[src/rtl/irqc_pkg.sv]
package irqc_pkg;
  // Holding register indices; the core's get/set operations decode these.
  typedef enum logic [1:0] {
    QSEL_RET  = 2'd0,
    QSEL_BITS = 2'd1,
    QSEL_TMP0 = 2'd2,
    QSEL_TMP1 = 2'd3
  } qsel_e;

  localparam int unsigned QREG_COUNT = 4;

  // Request numbers of the internal sources
  localparam int unsigned SRC_TIMER    = 0;
  localparam int unsigned SRC_ILLEGAL  = 1;
  localparam int unsigned SRC_MISALIGN = 2;
endpackage

[src/rtl/irqc_pending.sv]
module irqc_pending #(
  parameter int unsigned           NUM_IRQ    = 32,
  parameter logic [NUM_IRQ-1:0]    FIXED_MASK = '0
) (
  input  logic               clk,
  input  logic               rst_n,
  input  logic [NUM_IRQ-1:0] set_vec,
  input  logic [NUM_IRQ-1:0] clr_vec,
  output logic [NUM_IRQ-1:0] pend
);
  for (genvar i = 0; i < NUM_IRQ; i++) begin : g_bit
    if (FIXED_MASK[i]) begin : g_off
      // permanently disabled line: no storage at all
      assign pend[i] = 1'b0;
    end else begin : g_on
      logic pq;
      always_ff @(posedge clk) begin
        if (!rst_n)          pq <= 1'b0;
        else if (set_vec[i]) pq <= 1'b1;   // a new request beats delivery
        else if (clr_vec[i]) pq <= 1'b0;
      end
      assign pend[i] = pq;
    end
  end
endmodule

[src/rtl/irqc_mask.sv]
module irqc_mask
  import irqc_pkg::*;
#(
  parameter int unsigned        NUM_IRQ    = 32,
  parameter logic [NUM_IRQ-1:0] FIXED_MASK = '0
) (
  input  logic               clk,
  input  logic               rst_n,
  input  logic               wr_en,
  input  logic [NUM_IRQ-1:0] wr_data,
  input  logic               tmr_pulse,
  input  logic               fault_illegal,
  input  logic               fault_misalign,
  output logic [NUM_IRQ-1:0] mask_q,
  output logic [NUM_IRQ-1:0] mask_eff,
  output logic [NUM_IRQ-1:0] int_set,
  output logic               halt
);
  logic halt_q;
  logic ill_blocked, mis_blocked;

  always_ff @(posedge clk) begin
    if (!rst_n)     mask_q <= '1;
    else if (wr_en) mask_q <= wr_data;
  end

  assign mask_eff    = mask_q | FIXED_MASK;
  assign ill_blocked = fault_illegal  & mask_eff[SRC_ILLEGAL];
  assign mis_blocked = fault_misalign & mask_eff[SRC_MISALIGN];

  always_comb begin
    int_set = '0;
    int_set[SRC_TIMER]    = tmr_pulse;
    int_set[SRC_ILLEGAL]  = fault_illegal  & ~mask_eff[SRC_ILLEGAL];
    int_set[SRC_MISALIGN] = fault_misalign & ~mask_eff[SRC_MISALIGN];
  end

  always_ff @(posedge clk) begin
    if (!rst_n) halt_q <= 1'b0;
    else        halt_q <= halt_q | ill_blocked | mis_blocked;
  end

  assign halt = halt_q;
endmodule

[src/rtl/irqc_hold.sv]
module irqc_hold
  import irqc_pkg::*;
#(
  parameter int unsigned NUM_IRQ = 32,
  parameter int unsigned XLEN    = 32
) (
  input  logic               clk,
  input  logic               rst_n,
  input  logic               take,
  input  logic [NUM_IRQ-1:0] take_bits,
  input  logic [XLEN-1:0]    take_addr,
  input  logic               ret,
  input  logic               q_wr_en,
  input  logic [1:0]         q_wr_sel,
  input  logic [XLEN-1:0]    q_wr_data,
  input  logic [1:0]         q_rd_sel,
  output logic [XLEN-1:0]    q_rd_data,
  output logic [XLEN-1:0]    q_ret,
  output logic               active,
  output logic [NUM_IRQ-1:0] eoi
);
  logic [XLEN-1:0] qr [QREG_COUNT];

  for (genvar i = 0; i < QREG_COUNT; i++) begin : g_q
    localparam qsel_e IDX = qsel_e'(i);
    logic [XLEN-1:0] capt;
    logic            capt_en;
    if (IDX == QSEL_RET) begin : g_ret
      assign capt_en = take;
      assign capt    = take_addr;
    end else if (IDX == QSEL_BITS) begin : g_bits
      assign capt_en = take;
      assign capt    = XLEN'(take_bits);
    end else begin : g_tmp
      assign capt_en = 1'b0;
      assign capt    = '0;
    end
    always_ff @(posedge clk) begin
      if (!rst_n)                                  qr[i] <= '0;
      else if (capt_en)                            qr[i] <= capt;
      else if (q_wr_en && q_wr_sel == 2'(i))       qr[i] <= q_wr_data;
    end
  end

  assign q_rd_data = qr[q_rd_sel];
  assign q_ret     = qr[QSEL_RET];

  always_ff @(posedge clk) begin
    if (!rst_n) begin
      active <= 1'b0;
      eoi    <= '0;
    end else if (take) begin
      active <= 1'b1;
      eoi    <= take_bits;
    end else if (ret) begin
      active <= 1'b0;
      eoi    <= '0;
    end
  end
endmodule

[src/rtl/vec_irq_ctrl.sv]
module vec_irq_ctrl
  import irqc_pkg::*;
#(
  parameter int unsigned        NUM_IRQ      = 32,
  parameter int unsigned        XLEN         = 32,
  parameter logic [NUM_IRQ-1:0] FIXED_MASK   = '0,
  parameter logic [XLEN-1:0]    HANDLER_ADDR = 32'h0000_0010,
  parameter logic [XLEN-1:0]    RESET_ADDR   = 32'h0000_0000
) (
  input  logic               clk,
  input  logic               rst_n,
  input  logic [NUM_IRQ-1:0] irq_in,
  input  logic               tmr_pulse,
  input  logic               fault_illegal,
  input  logic               fault_misalign,
  output logic               redir_valid,
  input  logic               redir_ready,
  output logic [XLEN-1:0]    redir_pc,
  input  logic [XLEN-1:0]    ret_addr,
  input  logic               ret_req,
  output logic [XLEN-1:0]    ret_pc,
  output logic [XLEN-1:0]    boot_pc,
  input  logic               mask_wr_en,
  input  logic [NUM_IRQ-1:0] mask_wr_data,
  output logic [NUM_IRQ-1:0] mask_old,
  input  logic               q_wr_en,
  input  logic [1:0]         q_wr_sel,
  input  logic [XLEN-1:0]    q_wr_data,
  input  logic [1:0]         q_rd_sel,
  output logic [XLEN-1:0]    q_rd_data,
  input  logic               wait_req,
  output logic               wait_done,
  output logic [NUM_IRQ-1:0] wait_bits,
  output logic [NUM_IRQ-1:0] eoi,
  output logic               halt
);
  logic [NUM_IRQ-1:0] mask_q, mask_eff, int_set, pend, en_pend, set_vec, clr_vec;
  logic               active, take, ret, any_en;

  irqc_mask #(.NUM_IRQ(NUM_IRQ), .FIXED_MASK(FIXED_MASK)) u_mask (
    .clk(clk), .rst_n(rst_n), .wr_en(mask_wr_en), .wr_data(mask_wr_data),
    .tmr_pulse(tmr_pulse), .fault_illegal(fault_illegal),
    .fault_misalign(fault_misalign), .mask_q(mask_q), .mask_eff(mask_eff),
    .int_set(int_set), .halt(halt)
  );

  assign set_vec = irq_in | int_set;
  assign en_pend = pend & ~mask_eff;
  assign any_en  = |en_pend;
  assign clr_vec = take ? en_pend : '0;

  irqc_pending #(.NUM_IRQ(NUM_IRQ), .FIXED_MASK(FIXED_MASK)) u_pend (
    .clk(clk), .rst_n(rst_n), .set_vec(set_vec), .clr_vec(clr_vec), .pend(pend)
  );

  assign redir_valid = any_en & ~active & ~halt;
  assign take        = redir_valid & redir_ready;
  assign ret         = ret_req & active;

  irqc_hold #(.NUM_IRQ(NUM_IRQ), .XLEN(XLEN)) u_hold (
    .clk(clk), .rst_n(rst_n), .take(take), .take_bits(en_pend),
    .take_addr(ret_addr), .ret(ret), .q_wr_en(q_wr_en), .q_wr_sel(q_wr_sel),
    .q_wr_data(q_wr_data), .q_rd_sel(q_rd_sel), .q_rd_data(q_rd_data),
    .q_ret(ret_pc), .active(active), .eoi(eoi)
  );

  assign redir_pc  = HANDLER_ADDR;
  assign boot_pc   = RESET_ADDR;
  assign mask_old  = mask_q;
  assign wait_bits = en_pend;
  assign wait_done = wait_req & any_en;
endmodule

[config.mk]
export PLATFORM = sky130hd
export DESIGN_NAME = vec_irq_ctrl
export DESIGN_NICKNAME = d
export VERILOG_FILES = /design/src/rtl/irqc_pkg.sv /design/src/rtl/irqc_pending.sv /design/src/rtl/irqc_mask.sv /design/src/rtl/irqc_hold.sv /design/src/rtl/vec_irq_ctrl.sv
export SDC_FILE = /design/constraint.sdc
export NUM_CORES = 1
export LEC_CHECK = 0
export CAP_MARGIN = 40
export CORE_MARGIN = 8
export CORE_UTILIZATION = 38
export DETAILED_ROUTE_END_ITERATION = 8
export PLACE_DENSITY = 0.69
export SYNTH_ARGS = -nofsm -noshare
export SYNTH_HDL_FRONTEND = slang
export SYNTH_SLANG_ARGS = --single-unit
[constraint.sdc]
create_clock -name clk -period 5.43 [get_ports clk]
set_input_delay 1.086 -clock clk [delete_from_list [all_inputs] [get_ports clk]]
set_output_delay 1.086 -clock clk [all_outputs]
set_load 0.02 [all_outputs]
==> key figures, run 1 <==
Outcome
  • Run status: finished clean

Floorplan
  • Core Rows: 60
  • Chip height: 181 µm
  • Initial core utilization: 0.387
  • Overall die area: 0.0329 mm²
  • Width of the die: 181 µm
  • Top-Level Pins: 369
  • Core Footprint: 0.0269 mm²

Placed design
  • Input/output buffers: 304
  • Routability-driven placement congestion ratio: 0.794
  • Cell area after placement: 0.0135 mm²
  • HPWL reported at the end of detailed placement: 24600 µm

Synth
  • Synth area leader: sky130_fd_sc_hd__edfxtp_1
  • Ys flop type: sky130_fd_sc_hd__edfxtp_1
  • Proportion of synthesized flip-flops having asynchronous set or reset: 0
  • Mean instance size in the synthesized netlist: 11.0 µm²
  • Fraction of post-synthesis cell area in the top cell type by area: 0.370
  • Cell area after synthesis: 0.0104 mm²
  • Number of synthesized flops with an enable pin: 128
  • Portion of the post-synthesis area used by sequential elements: 0.558
  • Unique cell type count in the Yosys netlist: 31
  • Area contributors post-synth: sky130_fd_sc_hd__edfxtp_1 (37%), sky130_fd_sc_hd__dfxtp_1 (19%), sky130_fd_sc_hd__mux4_2 (6.9%), sky130_fd_sc_hd__mux2i_1 (6.2%), sky130_fd_sc_hd__buf_4 (4.7%)
  • Gate count after technology mapping: 942
  • Total of flip-flops plus latches after synthesis: 226
  • Count of yosys warnings during synthesis: 0

STA
  • Final critical path time including I/O delays and setup: 3.89 ns
  • Ratio of final minimum period to clock period: 0.716
  • Max Transition Viols Final: 0
  • Worst slew margin relative to its limit: 0.419
  • Hold violation count in the final report: 0
  • Total negative slack for setup checks: 0 ns
  • RSZ-0062 raised after global routing: false
  • Worst slew pin tran: 0.872 ns
  • Setup violations, final: 0
  • Peak clock frequency supported by timing: 257 MHz
  • Layout Skew: 0.0156 ns
  • Hold Worst Slack: 0.461 ns

Worst setup path
  • Top cell family by delay on the critical path: simple AND/OR/NAND/NOR gates
  • Critical path data arrival time: 2.80 ns
  • Total number of cells along the worst setup path: 6
  • Slowest cell on the critical path: sky130_fd_sc_hd__clkdlybuf4s50_1
  • Critical Path End Type: output pin
  • CP Buf/Inv Count: 1
  • CP peak stage delay: 0.56 ns
  • Crit path required time: 4.34 ns
  • Nature of the critical path startpoint: register
  • Cells along the critical path: nor2b_1 > or4_1 > nor2_1 > and3_1 > nor3_1 > clkdlybuf4s50_1
  • Maximum fanout count along the critical path: 4
  • Depth of the worst register-to-register path: 6
  • Kind of critical path: register to output pin

Clock network
  • Cell at the root of the clock tree: sky130_fd_sc_hd__clkbuf_16
  • Clk_lat worst skew: 0.52 ns
  • Setup Buffers After CTS: 0
  • Clock edge transition at the registers on the reported setup and hold paths: 0.06 ns
  • CTS Buffer Depth: 3
  • Total clock buffers created by CTS: 24
  • Clock tree from TritonCTS: done
  • Hold_buf cts: 0
  • CTS H-Tree Depth: 1
  • Sinks on Clock Net: 226
  • Post-cts gate resize count: 0

Finish
  • Commonest non-fill, non-tap cells in the layout: sky130_fd_sc_hd__clkdlybuf4s50_1 (300), sky130_fd_sc_hd__edfxtp_1 (128), sky130_fd_sc_hd__nand2_1 (102)
  • Design area: 0.0143 mm²
  • Area of combinational cells with multiple inputs: 0.00408 mm²
  • Number of nets at the end of the flow: 1364
  • Most common cell after layout, fill and taps aside: sky130_fd_sc_hd__clkdlybuf4s50_1
  • Core utilization of the finished layout: 0.533
  • Number of fill cells: 2325
  • Share of final-layout standard cells stronger than drive strength 1: 0.0774
  • Synthesis-to-finish area growth: 37.8%
  • Area taken by flip-flops and latches: 0.00581 mm²

Min path
  • Type of the worst min-delay path: register to register
  • Hold path depth: 2

Global routing
  • Number of global-route vias before repair: 8284
  • Antenna violations before repair: 0
  • GRT Residual Overflow: 0
  • Largest net degree at the start of global routing: 73
  • Global-route wire length before repair: 51000 µm
  • Total routing resource utilization after global routing: 0.196

Detailed routing
  • Total number of vias: 8137
  • Router iterations before antenna repair: 5
  • Post-detailed-routing wire length: 33800 µm
  • DRT antenna net count: 0
  • Post-route DRC: 0
  • Initial DRC count: 573
  • Average detailed-routed wire length per instance: 21.4 µm
  • Routed vias/inst: 5.14

Power
  • Cell area power density: 306 mW/mm²
  • LEAKAGE: 5.32 nW
  • Design Power: 4.39 mW
  • Maximum vdd drop: 187 µV

Run
  • Max_cap viols: 0
-- synthesized netlist by cell type, drive strengths merged, types with 2 or more instances --
| library cell | count |
|---|---|
| nand2 | 103 |
| buf | 86 |
| mux2i | 64 |
| o21ai | 94 |
| edfxtp | 128 |
| nor3 | 5 |
| nor4 | 4 |
| nand3 | 97 |
| o31ai | 3 |
| dfxtp | 98 |
| nor2b | 37 |
| mux4 | 32 |
| or4 | 4 |
| conb | 2 |
| clkbuf | 45 |
| nor2 | 34 |
| and2 | 65 |
| a21oi | 32 |
-- power breakdown --
group          internal, mW  switching [mW]  total (mW)  leakage (nW)
logic                 0.364           0.428       0.792          2.82
registers              1.94          0.0640        2.01          2.13
clock network         0.936           0.657        1.59         0.369
total                  3.24            1.15        4.39          5.32
-- sequential cells by signal (all words and copies together), names as in the netlist --
signal and flops:
u_hold.active 1, u_hold.eoi 32, u_mask.mask_eff 32, u_mask.halt 1, u_pend.g_bit.g_on.pq 32, u_hold.qr 128
-- final cells by class --
type                    count  area share
diodes                      1    0.000175
clock buffers              36      0.0488
clock inverters             8     0.00445
multi-input cells         647       0.285
flip-flops and latches    226       0.405
well taps                 341      0.0298
repair buffers            323       0.227
-- kinds of logic (layout without fill, tap and decap cells) --
family,count (synthesis),count (layout),share of synthesized area
flops,226,226,0.558
compound gates,132,132,0.0656
buf+inv,131,367,0.0746
other cells,2,65,0.000722
simple gates,355,355,0.170
mux,96,96,0.131
-- worst paths after layout --
check                                    startpoint               end  slack, ns
worst min register to register        u_hold.eoi[0]     u_hold.eoi[0]       0.46
worst min-delay path                  u_hold.eoi[0]     u_hold.eoi[0]       0.46
worst max-delay path            u_mask.mask_eff[19]       redir_valid       1.54
worst max register to register  u_mask.mask_eff[17]  u_hold.qr[1][30]       2.20
-- tightest hold or removal path, delay by kind of cell (launching register included) --
kind            cells  cell delay [ns]
flops               1             0.31
compound gates      1             0.05
simple gates        1             0.06
-- stage by stage --
stage / worst slack, ns / cells
final: 1.54 / 1582
after global routing: 1.37 / 1581
after CTS: 1.16 / 1580
after detailed placement: 1.16 / 1536
after global placement: 1.21 / 1530
after floorplan: 1.56 / 1004
-- per-layer routing --
layer,track usage,vias to the layer above,routed length (µm)
met1,0.260,3948,14900
met4,0.0485,0,702
li1,-,3798,-
met2,0.317,343,15700
met5,0,-,0
met3,0.0513,48,2500
Note: power is estimated with default switching activity, not from simulation.
==> inputs of run 2 (changes only) <==
--- a/config.mk
+++ b/config.mk
@@ -9,7 +9,7 @@
 export CORE_MARGIN = 8
 export CORE_UTILIZATION = 38
 export DETAILED_ROUTE_END_ITERATION = 8
-export PLACE_DENSITY = 0.69
+export PLACE_DENSITY = 0.72
 export SYNTH_ARGS = -nofsm -noshare
 export SYNTH_HDL_FRONTEND = slang
 export SYNTH_SLANG_ARGS = --single-unit
==> constraint.sdc (replaced) <==
create_clock -name clk -period 3.5 [get_ports clk]
set_input_delay 0.7 -clock clk [delete_from_list [all_inputs] [get_ports clk]]
set_output_delay 0.7 -clock clk [all_outputs]
set_load 0.02 [all_outputs]
==> key figures, run 2 (same netlist as run 1, synthesis figures left out) <==
Detailed routing
  • Average detailed-routed wire length per instance: 21.6 µm
  • Post-detailed-routing wire length: 34300 µm
  • Post-route DRC: 0
  • DRT antenna net count: 0
  • Total number of vias: 8119
  • Router iterations before antenna repair: 5
  • Initial DRC count: 563
  • Routed vias/inst: 5.11

Floorplan
  • Initial core utilization: 0.387
  • Overall die area: 0.0329 mm²
  • Core Rows: 60
  • Top-Level Pins: 369
  • Chip height: 181 µm
  • Width of the die: 181 µm
  • Core Footprint: 0.0269 mm²

Finish
  • Final Non-Filler Cells: 1590
  • Commonest non-fill, non-tap cells in the layout: sky130_fd_sc_hd__clkdlybuf4s50_1 (299), sky130_fd_sc_hd__edfxtp_1 (128), sky130_fd_sc_hd__nand2_1 (102)
  • Share of final-layout standard cells stronger than drive strength 1: 0.0891
  • Synthesis-to-finish area growth: 39.6%
  • Number of flip-flops in the largest register: 128
  • Design area: 0.0145 mm²
  • Top register by number of flip-flops: u_hold.qr
  • Most common cell after layout, fill and taps aside: sky130_fd_sc_hd__clkdlybuf4s50_1
  • Number of fill cells: 2324
  • Core utilization of the finished layout: 0.540
  • Number of nets at the end of the flow: 1368

Clock network
  • CTS H-Tree Depth: 1
  • Clk_lat worst skew: 0.52 ns
  • Clock edge transition at the registers on the reported setup and hold paths: 0.06 ns
  • Cell at the root of the clock tree: sky130_fd_sc_hd__clkbuf_16
  • Total clock buffers created by CTS: 26
  • CTS Buffer Depth: 3
  • Clock tree from TritonCTS: done
  • Sinks on Clock Net: 226
  • Hold_buf cts: 0

Outcome
  • Run status: finished clean

STA
  • Worst slew pin tran: 0.782 ns
  • Hold violation count in the final report: 0
  • Worst slew margin relative to its limit: 0.479
  • Setup ws final: 0.167 ns
  • Layout Skew: 0.0108 ns
  • Ratio of final minimum period to clock period: 0.952
  • Final critical path time including I/O delays and setup: 3.33 ns
  • Hold Worst Slack: 0.463 ns
  • RSZ-0062 raised after global routing: false
  • Max Transition Viols Final: 0
  • Total negative slack for setup checks: 0 ns
  • Peak clock frequency supported by timing: 300 MHz
  • Setup violations, final: 0

Placed design
  • Worst Setup Slack post-DPL: 0.470 ns
  • HPWL reported at the end of detailed placement: 25100 µm
  • Cell area after placement: 0.0136 mm²
  • Input/output buffers: 304
  • Post-placement cell count: 1539
  • Routability-driven placement congestion ratio: 0.863

Worst setup path
  • Nature of the critical path startpoint: register
  • Worst setup slack for register-to-register paths: 0.77 ns
  • Reg-to-Reg Start: u_mask.mask_eff[29]
  • Depth of the worst register-to-register path: 7
  • Reg-to-reg critical path endpoint: u_hold.qr[1][4]
  • Maximum fanout count along the critical path: 4
  • Critical Path End Type: output pin
  • Critical path data arrival time: 2.63 ns
  • Crit path required time: 2.80 ns
  • Kind of critical path: register to output pin

Power
  • LEAKAGE: 5.43 nW
  • Design Power: 7.19 mW
  • Cell area power density: 495 mW/mm²
  • Maximum vdd drop: 344 µV

Global routing
  • Total routing resource utilization after global routing: 0.199
  • Number of global-route vias before repair: 8283
  • Largest net degree at the start of global routing: 164
  • Global-route wire length before repair: 51600 µm
  • GRT Residual Overflow: 0
  • Antenna violations before repair: 1

Min path
  • Endpoint, Worst Hold: u_hold.eoi[0]
  • Type of the worst min-delay path: register to register
  • Hold path depth: 2
  • Startpoint of the lowest-slack hold path: u_hold.eoi[0]

Run
  • Max_cap viols: 0
-- run 2: repair_timing --
action / CTS / global route
resized for setup: 1 / 4
gates cloned: 0 / 0
pin swaps: 0 / 0
setup buffers: 0 / 0
endpoints found under the setup margin: 2 / 2
-- run 2: layout make-up --
class	count	area (µm²)	share of cell area
flip-flops and latches	226	5810	0.400
multi-input cells	647	4090	0.282
repair buffers	325	3270	0.225
clock buffers	35	769	0.0530
well taps	341	427	0.0294
clock inverters	13	143	0.00983
diodes	3	7.51	0.000517
-- run 2: metal layers --
| layer | track usage | vias up | routed length (µm) |
|---|---|---|---|
| li1 | - | 3806 | - |
| met3 | 0.0609 | 43 | 2890 |
| met4 | 0.0528 | 0 | 763 |
| met2 | 0.322 | 340 | 16000 |
| met1 | 0.256 | 3930 | 14700 |
| met5 | 0 | - | 0 |
-- run 2: critical path, stage by stage (launching register included) --
cell and delay (ns):
sky130_fd_sc_hd__dfxtp_1 0.39, sky130_fd_sc_hd__nor2b_1 0.13, sky130_fd_sc_hd__or4_1 0.55, sky130_fd_sc_hd__nor2_2 0.20, sky130_fd_sc_hd__and3_1 0.25, sky130_fd_sc_hd__nor2b_1 0.07
sky130_fd_sc_hd__clkdlybuf4s50_1 0.54
-- run 2: power by group --
group | internal [mW] | switching (mW) | leakage [nW] | total [mW]
Combinational | 0.569 | 0.665 | 2.85 | 1.23
Clock | 1.76 | 1.08 | 0.458 | 2.84
Sequential | 3.01 | 0.101 | 2.13 | 3.12
-- run 2: worst max path at each step --
| stage | depth (start not counted) | startpoint | slack [ns] | to |
|---|---|---|---|---|
| global route | 6 | u_mask.mask_eff[9] | 0.01 | wait_done |
| CTS | 6 | u_pend.g_bit[27].g_on.pq | 0.03 | redir_valid |
| global placement | 6 | u_mask.mask_eff[17] | 0.52 | redir_valid |
| floorplan | 2 | q_wr_sel[1] | 0.01 | u_hold.qr[2][0] |
| finish | 6 | u_mask.mask_eff[14] | 0.17 | wait_done |
| detailed placement | 6 | u_mask.mask_eff[17] | 0.47 | redir_valid |
